**config.mk**
```make
export PLATFORM = sky130hd
export DESIGN_NAME = xbus_strobe_gen
export DESIGN_NICKNAME = d
export VERILOG_FILES = /design/src/rtl/xbus_strobe_gen.sv
export SDC_FILE = /design/constraint.sdc
export NUM_CORES = 1
export LEC_CHECK = 0
export CELL_PAD_IN_SITES_DETAIL_PLACEMENT = 1
export CELL_PAD_IN_SITES_GLOBAL_PLACEMENT = 2
export CORE_ASPECT_RATIO = 1.75
export CORE_MARGIN = 4
export CORE_UTILIZATION = 16
export CTS_CLUSTER_DIAMETER = 30
export DETAILED_ROUTE_END_ITERATION = 10
export GPL_ROUTABILITY_DRIVEN = 0
export GPL_TIMING_DRIVEN = 0
export PLACE_DENSITY = 0.84
export SETUP_SLACK_MARGIN = 0.5
export SLEW_MARGIN = 10
export SYNTH_ARGS = -nofsm -noshare
export SYNTH_HDL_FRONTEND = slang
export SYNTH_SLANG_ARGS = --single-unit
export TNS_END_PERCENT = 100
```
**constraint.sdc**
```tcl
create_clock -name clk -period 2.6 [get_ports clk]
set_clock_uncertainty 0.2 [all_clocks]
set_input_delay 0.52 -clock clk [delete_from_list [all_inputs] [get_ports clk]]
set_output_delay 0.52 -clock clk [all_outputs]
set_load 0.1 [all_outputs]
```
**src/rtl/xbus_strobe_gen.sv**
```systemverilog
module xbus_strobe_gen #(
  parameter int PERIODS = 12,
  parameter int ALE_W   = 2,
  parameter int PSEN_W  = 3
) (
  input  logic       clk,
  input  logic       rst_n,
  input  logic       ea_high,
  input  logic       xdata_cyc,
  input  logic       tbl_cyc,
  input  logic       wide_addr,
  input  logic [7:0] hi_addr,
  input  logic [7:0] p2_reg,
  input  logic       ale_off,
  output logic       ale,
  output logic       psen_n,
  output logic [7:0] p2_out,
  output logic       mc_stb
);
  localparam int PW   = $clog2(PERIODS);
  localparam int HALF = PERIODS / 2;
  localparam int LAST = PERIODS - 1;

  logic [PW-1:0] ph;
  logic [PW-1:0] sub;
  logic          first_half;
  logic          ale_win, psen_win, ale_on, ext_exec;

  always_ff @(posedge clk or negedge rst_n)
    if (!rst_n)                ph <= PW'(LAST);
    else if (ph == PW'(LAST))  ph <= '0;
    else                       ph <= ph + 1'b1;

  assign first_half = ph < PW'(HALF);
  assign sub        = first_half ? ph : ph - PW'(HALF);
  assign ale_win    = sub < PW'(ALE_W);
  assign psen_win   = (sub >= PW'(ALE_W)) && (sub < PW'(ALE_W + PSEN_W));

  assign ext_exec = ~ea_high;
  assign ale_on   = ~ale_off | ext_exec | xdata_cyc | tbl_cyc;

  assign ale    = ale_on ? (ale_win & (first_half | ~xdata_cyc)) : 1'b1;
  assign psen_n = ~(ext_exec & ~xdata_cyc & psen_win);
  assign p2_out = wide_addr ? hi_addr : p2_reg;
  assign mc_stb = (ph == '0);
endmodule

```
==> results.yml <==
clocking:
  clk_pin_slew_ps: 40
  cts-buffers-inserted: 3
  cts_tree: "done"
  cts_sinks: 4
  clock_path_buffers: 2
  htree_levels: 1
  root_buffer: "clkbuf_8"
  clock_latency_ps: 220
global_route:
  antenna_found_initial: 0
  grt.total_usage_pct: 10.4
  use_met2_pct: 21.4
  grt_overflow: 0
  first_global_vias: 590
  grt_start_max_net_pins: 10
  groute.layer.met1.usage_pct: 7.81
  grt.met3_usage_pct: 5.68
  top_usage_layer: "met2"
  grt_first_pass_wirelength_mm: 2.49
drt:
  drc_errors: 0
  totalWireLength_mm: 1.58
  vias_per_cell: 4.56
  firstDrtPassIters: 2
  first_iter_violations: 6
  dr_total_vias: 474
  routedWlPerCell_um: 15.2
  ant_nets: 0
die:
  row_count: 23
  die-area_um2: 3260
  chipHeight_um: 72.6
  core_area_um2: 2270
  die_x_um: 44.9
  start_util_pct: 16.8
  ios: 34
run:
  drv_cap: 0
yosys:
  synth_area_um2: 382
  ys_ff_latch: 4
  synth_top_family_by_area: "multiplexers"
  syn_nets: 65
  ys_warn_count: 0
  synth.distinct_cells: 21
  synth_adder_area_share_pct: 9.84
  synth-xor-area-share_pct: 0
  seq_area_frac_synth_pct: 27.2
  syn_avg_cell_area_um2: 9.79
  netlist_instances: 39
  synthMuxAreaShare_pct: 26.6
  synthSimpleGateAreaFrac_pct: 13.8
  synth-compound-area-share_pct: 14.4
outcome:
  status: "finished clean"
finish:
  mostFrequentLayoutCells: "12 x dlymetal6s2s_1, 11 x buf_12, 8 x mux2_4, 6 x clkdlybuf4s50_1"
  area_growth_pct: 164
  layout-drive-gt1-share_pct: 49.4
  largest_register: "ph"
  largest_reg_flops: 4
  utilization_pct: 44.4
  nNetsFinal: 106
  diodes: 0
  final_area_um2: 1010
  top_regs: "ph (4)"
  stdcell_count: 104
  final_common_cell: "dlymetal6s2s_1"
timing:
  fin_ws_ps: 323
  post-route-period-util_pct: 87.6
  tightest_slew_ps: 264
  relSlewSlack_pct: 82.4
  setup_viol: 0
  fmaxAchievable_ghz: 0.439
  rsz0062_at_grt: "yes"
  maxSlewViolCount: 0
  finalCriticalPeriod_ps: 2280
  final_hold_viol_count: 0
placed_design:
  dp_hpwl_mm: 1.22
  dp_cells: 96
  placement.cell_area_um2: 753
  post-place-ws_ps: -632
  io_buffers: 32
setup_path:
  crit_arrival_ps: 1560
  cp_max_fo: 9
  rrSetupSlack_ps: 1100
  r2r_end: "ph[2]$_DFF_PN0_"
  cp-start-kind: "flip-flop"
  r2r-start: "ph[1]$_DFF_PN1_"
  crit_path_end_kind: "output pin"
  critPathRequiredTime_ps: 1880
  r2r_cells: 3
  criticalPathCategory: "reg2out"
power_and_ir_drop:
  leakagePower_nw: 0.534
  p_per_area_nw_per_um2: 370
  vdd_drop_max_v: 0.000280
min_path:
  hold_path_class: "in2async"
[Yosys cell counts]
| cell | number | share of area, % |
|---|---|---|
| buf_6 | 1 | 3.0 |
| a22o_2 | 1 | 2.6 |
| a31oi_1 | 1 | 1.6 |
| ha_1 | 3 | 9.8 |
| or3b_1 | 1 | 2.3 |
| mux2_2 | 9 | 27 |
| nand2b_1 | 1 | 1.6 |
| and2_1 | 1 | 1.6 |
| buf_2 | 1 | 1.3 |
| o221ai_1 | 1 | 2.3 |
| dfstp_2 | 3 | 21 |
| o21ai_0 | 1 | 1.3 |
| nand3_1 | 1 | 1.3 |
| a21o_1 | 1 | 2.0 |
| a21oi_1 | 2 | 2.6 |
| nor2_1 | 1 | 0.98 |
| nand3b_1 | 2 | 3.9 |
| inv_1 | 4 | 3.9 |
| a211oi_1 | 1 | 2.0 |
| dfrtp_1 | 1 | 6.6 |
| nand2_1 | 2 | 2.0 |
[kinds of logic after synthesis]
kind of cell / Yosys count
fa+ha+maj: 3
mux: 9
buf+inv: 6
flops: 4
simple gates: 9
compound gates: 8
[where the power goes]
group          switching (mW)  leakage (nW)  internal, mW
Clock                  0.0329        0.0228         0.105
Sequential                  0        0.0455        0.0629
Combinational          0.0962         0.466        0.0762
[cell type report]
class / instances / area, um^2
Fill cell: 246 / 1260
Timing Repair Buffer: 36 / 487
Multi-Input combinational cell: 29 / 310
Sequential cell: 4 / 104
Clock buffer: 4 / 45.0
Tap cell: 25 / 31.3
Buffer: 2 / 16.3
Inverter: 4 / 15.0
[worst max-delay path, stage by stage (launching register included)]
cell and delay, ps:
dfstp_2 350, buf_6 120, or3b_1 360, a21oi_2 180, o221ai_4 140, buf_12 190
[how the worst max path moves through the flow]
stage / endpoint / start / depth (start not counted)
6_report: psen_n / ph[3]$_DFF_PN1_ / 5
3_3_place_gp: ale / ea_high / 5
5_1_grt: ale / ph[1]$_DFF_PN1_ / 5
2_1_floorplan: psen_n / ph[1]$_DFF_PN1_ / 4
3_5_place_dp: ale / ea_high / 5
4_1_cts: psen_n / ph[2]$_DFF_PN0_ / 5
[routing by layer]
layer / part of all wire (%) / routed length [um]
met4: 0 / 0
met5: 0 / 0
met3: 13 / 206
met2: 61 / 964
met1: 26 / 409
[metrics by stage]
step                      TNS, ps  total power, mW  hold slack (ps)
after floorplan                 0            0.152             24.4
after global placement      -4240            0.204              344
after detailed placement    -4270            0.204              352
after CTS                       0            0.362              307
after global routing            0            0.392              313
final                           0            0.373              304
[timing repair]
action,CTS,global route
gates resized for setup,99,27
setup buffers,3,1
setup endpoints to repair,11,10
hold buffers,0,0
hold endpoints to repair,0,0
pin swaps,5,6
No activity file was read; power rests on OpenSTA's default activity.
